===== src/rtl/ptr_pkg.sv =====
package ptr_pkg;

    typedef enum logic [1:0] {
        SEQ_IDLE = 2'd0,
        SEQ_RUN  = 2'd1,
        SEQ_DONE = 2'd2
    } seq_state_e;

    typedef enum logic [1:0] {
        ACT_NONE  = 2'd0,
        ACT_ADD   = 2'd1,
        ACT_REDIR = 2'd2
    } pair_act_e;

    function automatic int idx_bits(input int depth);
        return (depth > 1) ? $clog2(depth) : 1;
    endfunction

endpackage


===== src/rtl/ptr_sched.sv =====
module ptr_sched
    import ptr_pkg::*;
#(
    parameter int VLMAX = 8
) (
    input  logic                         clk,
    input  logic                         rst,
    input  logic                         start,
    input  logic [$clog2(VLMAX+1)-1:0]   vl,
    output logic                         load,
    output logic                         pair_en,
    output logic [$clog2(VLMAX)+1:0]     slot_pos,
    output logic [$clog2(VLMAX)+1:0]     part_pos,
    output logic [$clog2(VLMAX+1)-1:0]   vl_cur,
    output logic                         done
);
    localparam int VLW = $clog2(VLMAX + 1);
    localparam int SW  = $clog2(VLMAX) + 2;

    seq_state_e     state;
    logic [SW-1:0]  stride;
    logic [SW-1:0]  pos;
    logic [VLW-1:0] vl_q;
    logic [SW-1:0]  next_pos;
    logic [SW-1:0]  vl_ext;

    assign vl_ext   = SW'(vl_q);
    assign next_pos = pos + stride;
    assign load     = (state == SEQ_IDLE) && start;
    assign pair_en  = (state == SEQ_RUN);
    assign done     = (state == SEQ_DONE);
    assign slot_pos = pos;
    assign part_pos = pos + (stride >> 1);
    assign vl_cur   = vl_q;

    always_ff @(posedge clk) begin
        if (rst) begin
            state  <= SEQ_IDLE;
            stride <= '0;
            pos    <= '0;
            vl_q   <= '0;
        end else begin
            unique case (state)
                SEQ_IDLE: begin
                    if (start) begin
                        vl_q   <= vl;
                        pos    <= '0;
                        stride <= SW'(2);
                        state  <= (vl > VLW'(1)) ? SEQ_RUN : SEQ_DONE;
                    end
                end
                SEQ_RUN: begin
                    if (next_pos >= vl_ext) begin
                        if (stride < vl_ext) begin
                            stride <= stride << 1;
                            pos    <= '0;
                        end else begin
                            state <= SEQ_DONE;
                        end
                    end else begin
                        pos <= next_pos;
                    end
                end
                SEQ_DONE: state <= SEQ_IDLE;
                default:  state <= SEQ_IDLE;
            endcase
        end
    end

    // completion pulse lasts one cycle
    assert_done_pulse_R9: assert property (@(posedge clk) disable iff (rst)
        done |=> !done);

    // every visited slot lies below the latched length
    assert_slot_range_R2: assert property (@(posedge clk) disable iff (rst)
        pair_en |-> (slot_pos < vl_ext));

    // caller keeps the length within the array
    assert_vl_range_R11: assert property (@(posedge clk) disable iff (rst)
        start |-> (vl <= VLW'(VLMAX)));

    // a start while busy does not relatch the length
    assert_start_ignored_R10: assert property (@(posedge clk) disable iff (rst)
        (start && state != SEQ_IDLE) |=> $stable(vl_q));

endmodule


===== src/rtl/ptr_work.sv =====
module ptr_work
    import ptr_pkg::*;
#(
    parameter int VLMAX = 8,
    parameter int EW    = 16
) (
    input  logic                                 clk,
    input  logic                                 rst,
    input  logic                                 load,
    input  logic [VLMAX*EW-1:0]                  vec_in,
    input  logic [VLMAX-1:0]                     pred_in,
    input  logic                                 pair_en,
    input  logic [$clog2(VLMAX)+1:0]             slot_pos,
    input  logic [$clog2(VLMAX)+1:0]             part_pos,
    input  logic [$clog2(VLMAX+1)-1:0]           vl_cur,
    output logic [EW-1:0]                        res_sum,
    output logic [ptr_pkg::idx_bits(VLMAX)-1:0]  res_idx,
    output logic                                 res_valid
);
    localparam int IW = idx_bits(VLMAX);
    localparam int SW = $clog2(VLMAX) + 2;

    logic [VLMAX-1:0][EW-1:0] vec_w;
    logic [VLMAX-1:0]         pred_w;
    logic [VLMAX-1:0][IW-1:0] ix;

    logic [IW-1:0] slot_i;
    logic [IW-1:0] part_i;
    logic [IW-1:0] ci;
    logic [IW-1:0] oi;
    logic          part_in;
    logic          part_act;
    logic          slot_act;
    pair_act_e     act;

    assign slot_i   = slot_pos[IW-1:0];
    assign part_in  = part_pos < SW'(vl_cur);
    assign part_i   = part_in ? part_pos[IW-1:0] : '0;
    assign ci       = ix[slot_i];
    assign oi       = ix[part_i];
    assign part_act = part_in && pred_w[oi];
    assign slot_act = pred_w[ci];

    always_comb begin
        if (slot_act && part_act)
            act = ACT_ADD;
        else if (part_act)
            act = ACT_REDIR;
        else
            act = ACT_NONE;
    end

    always_ff @(posedge clk) begin
        if (rst) begin
            vec_w  <= '0;
            pred_w <= '0;
            ix     <= '0;
        end else if (load) begin
            pred_w <= pred_in;
            for (int k = 0; k < VLMAX; k++) begin
                vec_w[k] <= vec_in[k*EW +: EW];
                ix[k]    <= IW'(k);
            end
        end else if (pair_en) begin
            unique case (act)
                ACT_ADD:   vec_w[ci] <= vec_w[ci] + vec_w[oi];
                ACT_REDIR: ix[slot_i] <= oi;
                default:   ;
            endcase
            pred_w[ci] <= pred_w[ci] | part_act;
        end
    end

    assign res_idx   = ix[0];
    assign res_sum   = vec_w[ix[0]];
    assign res_valid = pred_w[ix[0]];

    // working predicate bits only ever get set during a run
    assert_pred_monotone_R6: assert property (@(posedge clk) disable iff (rst)
        pair_en |=> ((pred_w & $past(pred_w)) == $past(pred_w)));

    // a redirection step leaves every element untouched
    assert_redir_no_data_R5: assert property (@(posedge clk) disable iff (rst)
        (pair_en && act == ACT_REDIR) |=> $stable(vec_w));

    // an addition step leaves the index table untouched
    assert_add_keeps_table_R4: assert property (@(posedge clk) disable iff (rst)
        (pair_en && act == ACT_ADD) |=> $stable(ix));

    // outside a load or a step, the whole working state holds
    assert_hold_state_R9: assert property (@(posedge clk) disable iff (rst)
        (!pair_en && !load) |=> ($stable(vec_w) && $stable(pred_w) && $stable(ix)));

endmodule


===== src/rtl/ptr_reduce_top.sv =====
module ptr_reduce_top
    import ptr_pkg::*;
#(
    parameter int VLMAX = 8,
    parameter int EW    = 16
) (
    input  logic                                 clk,
    input  logic                                 rst,
    input  logic                                 start,
    input  logic [$clog2(VLMAX+1)-1:0]           vl,
    input  logic [VLMAX*EW-1:0]                  vec_in,
    input  logic [VLMAX-1:0]                     pred_in,
    output logic [EW-1:0]                        sum_out,
    output logic [ptr_pkg::idx_bits(VLMAX)-1:0]  res_idx,
    output logic                                 valid,
    output logic                                 done
);
    localparam int VLW = $clog2(VLMAX + 1);
    localparam int SW  = $clog2(VLMAX) + 2;

    logic           load;
    logic           pair_en;
    logic [SW-1:0]  slot_pos;
    logic [SW-1:0]  part_pos;
    logic [VLW-1:0] vl_cur;

    ptr_sched #(.VLMAX(VLMAX)) u_sched (
        .clk      (clk),
        .rst      (rst),
        .start    (start),
        .vl       (vl),
        .load     (load),
        .pair_en  (pair_en),
        .slot_pos (slot_pos),
        .part_pos (part_pos),
        .vl_cur   (vl_cur),
        .done     (done)
    );

    ptr_work #(.VLMAX(VLMAX), .EW(EW)) u_work (
        .clk       (clk),
        .rst       (rst),
        .load      (load),
        .vec_in    (vec_in),
        .pred_in   (pred_in),
        .pair_en   (pair_en),
        .slot_pos  (slot_pos),
        .part_pos  (part_pos),
        .vl_cur    (vl_cur),
        .res_sum   (sum_out),
        .res_idx   (res_idx),
        .res_valid (valid)
    );

    // an empty mask can never report a valid result at completion
    assert_empty_invalid_R8: assert property (@(posedge clk) disable iff (rst)
        (load && pred_in == '0) |=> (!valid));

endmodule


===== config.mk =====
export PLATFORM = sky130hd
export DESIGN_NAME = ptr_reduce_top
export DESIGN_NICKNAME = d
export VERILOG_FILES = /design/src/rtl/ptr_pkg.sv /design/src/rtl/ptr_sched.sv /design/src/rtl/ptr_work.sv /design/src/rtl/ptr_reduce_top.sv
export SDC_FILE = /design/constraint.sdc
export NUM_CORES = 1
export LEC_CHECK = 0
export BUFFER_PORTS_ARGS = -buffer_cell sky130_fd_sc_hd__buf_4
export CORE_MARGIN = 5
export CORE_UTILIZATION = 35
export CTS_BUF_LIST = sky130_fd_sc_hd__clkbuf_16
export CTS_CLUSTER_SIZE = 14
export DETAILED_ROUTE_END_ITERATION = 8
export PLACE_DENSITY = 0.63
export SETUP_SLACK_MARGIN = 0.05
export SLEW_MARGIN = 30
export SYNTH_ARGS = -nofsm -noshare
export SYNTH_HDL_FRONTEND = slang
export SYNTH_SLANG_ARGS = --single-unit

===== constraint.sdc =====
create_clock -name clk -period 8.07 [get_ports clk]
set_input_delay 2.421 -clock clk [delete_from_list [all_inputs] [get_ports clk]]
set_output_delay 2.421 -clock clk [all_outputs]
set_load 0.01 [all_outputs]

==> flow_summary.yaml <==
cts:
  worst_skew_pair.late_latency_ns: 0.44
  clock_sinks: 168
  post_cts_resized: 0
  post_cts_hold_buffer_count: 0
  root_buffer: "clkbuf_16"
  worst_path_clk_slew_ns: 0.07
  cts.htree.levels: 4
  number_of_buffers_inserted_during_clock_tree_synthesis: 17
  number_of_buffers_inserted_to_repair_setup_after_cts: 0
  clk_path_buf_depth: 2
  tritoncts_clock_tree: "done"
route:
  drc: 0
  routed_wl_um: 43260
  wl_per_cell_um: 24.15
  initialDrtViolationCount: 1325
  drt_first_pass_iters: 5
  route.detailed.vias_per_inst: 6.175
  ant_nets: 0
  vias: 11059
timing:
  timing.slew.headroom_pct: 34.47
  timing.clock.skew_ns: 0.01534
  achievable-frequency_mhz: 134.3
  worst_slew_pin_slew_ns: 0.9759
  final_clock_period_utilization_by_the_worst_path_pct: 92.28
  rsz0062_at_grt: "false"
  finalSetupViolations: 0
  final_hold_viol_count: 0
  crit_path_time_final_ns: 7.447
  final-max-slew-violation-count: 0
  totalNegativeSetupSlack_ns: 0
worst_setup_path:
  timing.reg2reg.worst_path_depth: 23
  cp_data_required_time_ns: 8.41
  rr_startpoint: "u_sched.slot_pos[2]"
  timing.rr.end: "u_work.vec_w[31]"
  worst-endpoint-arrival_ns: 7.79
  critical_path_type: "reg -> reg"
  cp-end-kind: "flop"
  critical_path.startpoint_type: "flop"
  reg2reg_setup_slack_ns: 0.62
  cp_max_fo: 19
power_and_ir_drop:
  vdd.ir_drop.worst_uv: 152.5
  total_leakage_power_nw: 4.894
  post-layout-total-power_mw: 3.204
  p_per_area_nw_per_um2: 233.0
global_routing:
  first_global_vias: 10925
  global_route_congestion_overflow_total: 0
  grt_start_max_net_pins: 74
  grtUsageTotal_pct: 22.17
  antenna_found_initial: 0
  global_route_wire_length_before_repair_um: 65580
synthesis:
  edff_count_synth: 0
  synth_net_count: 1409
  synth_cell_types: 66
  asyncSetResetFlopFracSynth_pct: 0
  synthesis.instances: 1234
  synth_seq_area_share_pct: 28.60
  synth_flop_cell: "dfxtp_1"
  synth_area_per_cell_um2: 9.531
  synth-warning-count: 0
  synth.cell_area_um2: 11760
  synth-seq-cells: 168
final_layout:
  antenna-diode-count: 0
  fill_cells: 3344
  nets: 1505
  layout.core_utilization_pct: 41.21
  final_layout_size_suffix_gt1_share_pct: 32.54
  final-seq-area_um2: 3366
  multi_input_logic_area_um2: 7766
  layout-area-overhead-vs-synth_pct: 16.91
  most_common_cell_after_layout_fill_and_taps_aside: "buf_4"
  most-common-layout-cells: "buf_4, nor2_1, dfxtp_1"
placement:
  routabilityCongestion: 0.9579
  port-buffer-count: 163
  detailedPlacementHpwl_um: 32320
min_path:
  worst_hold_path_type: "reg -> reg"
  min_delay_worst_endpoint: "u_sched.vl_cur[3]"
  worstHoldStart: "u_sched.vl_cur[3]"
  worstHoldPathCells: 2
floorplan:
  design.die.area_um2: 37370
  core_region_area_um2: 33360
  start_util_pct: 35.25
  io_pins: 164
  rows: 67
  chip_height_um: 193.3
  die_x_um: 193.3
outcome:
  outcome: "finished clean"
job:
  drv.max_cap_violation_count: 0
[cell type report]
class	instances	area share [%]
inverters	16	0.4368
repair buffers	192	10.51
well taps	448	4.076
clock inverters	15	0.9281
multi-input cells	935	56.48
flip-flops and latches	168	24.48
clock buffers	17	3.094
[Yosys cell counts (11+ instances only)]
master / number / area share, %
and3_1: 11 / 0.59
buf_1: 14 / 0.45
buf_6: 15 / 1.4
a21oi_1: 51 / 2.2
dfxtp_1: 168 / 29
o22ai_1: 35 / 1.9
mux2_2: 41 / 3.9
buf_2: 13 / 0.55
nand2_1: 52 / 1.7
a22oi_1: 106 / 6.8
inv_1: 15 / 0.48
clkbuf_1: 66 / 2.1
ha_1: 30 / 3.2
nor3_1: 28 / 1.2
mux4_2: 72 / 14
nand3_1: 14 / 0.60
o221ai_1: 27 / 2.0
mux2i_1: 17 / 1.4
nor2_1: 184 / 5.9
xnor2_1: 14 / 1.0
o21ai_0: 17 / 0.72
a211oi_2: 71 / 7.6
a211oi_1: 39 / 2.5
[worst max path at each step]
stage                                   start          endpoint
after detailed placement  u_sched.slot_pos[2]  u_work.vec_w[31]
after floorplan           u_sched.slot_pos[2]  u_work.vec_w[47]
final                     u_sched.slot_pos[2]  u_work.vec_w[31]
after CTS                 u_sched.slot_pos[2]  u_work.vec_w[31]
after global placement    u_sched.slot_pos[2]  u_work.vec_w[31]
after global routing      u_sched.slot_pos[2]  u_work.vec_w[31]
[sequential cells by signal (all words and copies together) (netlist names)]
register,cells
u_sched.slot_pos,4
u_work.res_idx,3
u_sched.vl_cur,4
u_sched.state,2
u_sched.stride,4
u_work.vec_w,128
u_work.ix,15
u_work.pred_w,8
[critical path, stage by stage, from the launching register on]
cell and delay [ns]:
dfxtp_1 0.69, ha_1 0.37, xnor2_1 0.35, inv_2 0.16
ha_1 0.31, o21ai_0 0.23, o221ai_1 0.33, nor2_2 0.28
nor2_1 0.10, a21oi_4 0.37, buf_4 0.37, mux4_2 0.34
mux2_2 0.27, ha_1 0.19, a21o_1 0.16, a21o_1 0.24
a2111oi_4 0.42, o31ai_1 0.16, or3_1 0.36, a221oi_2 0.43
o21bai_1 0.12, a21oi_1 0.17, xnor3_1 0.57, a2111oi_2 0.33
[cells by family after synthesis]
logic type               after synthesis  synth area share, %
XOR/XNOR                              18                1.457
adder cells (fa/ha/maj)               32                3.532
AND/OR/NAND/NOR                      338                12.66
flip-flops                           168                28.60
multiplexers                         131                19.35
AO/OA/AOI/OAI                        416                28.84
buffers and inverters                131                5.564
[report_power, final]
group	total [mW]	internal (mW)	switching, mW
Sequential	1.10	0.948	0.154
Combinational	1.29	0.531	0.761
Clock	0.810	0.426	0.384
Total	3.20	1.91	1.30
[metrics by stage]
| stage | worst slack (ns) | instances | hold slack [ns] | cell area [um2] |
|---|---|---|---|---|
| 2_1_floorplan | 1.686 | 1234 | 0.4363 | 11760 |
| 3_3_place_gp | 0.9545 | 1759 | 0.4470 | 13190 |
| 3_5_place_dp | 0.7231 | 1759 | 0.4535 | 13200 |
| 4_1_cts | 0.6913 | 1791 | 0.4632 | 13750 |
| 5_1_grt | 0.1044 | 1791 | 0.4957 | 13750 |
| 6_report | 0.6226 | 1791 | 0.4616 | 13750 |
[metal layers]
layer	track usage [%]	part of all wire, %	wire length, um
met1	27.71	40	17160
met2	38.13	50	21480
met3	3.949	6.9	2981
met4	8.655	3.8	1632
met5	0	0	0
Note: power is estimated with default switching activity, not from simulation.
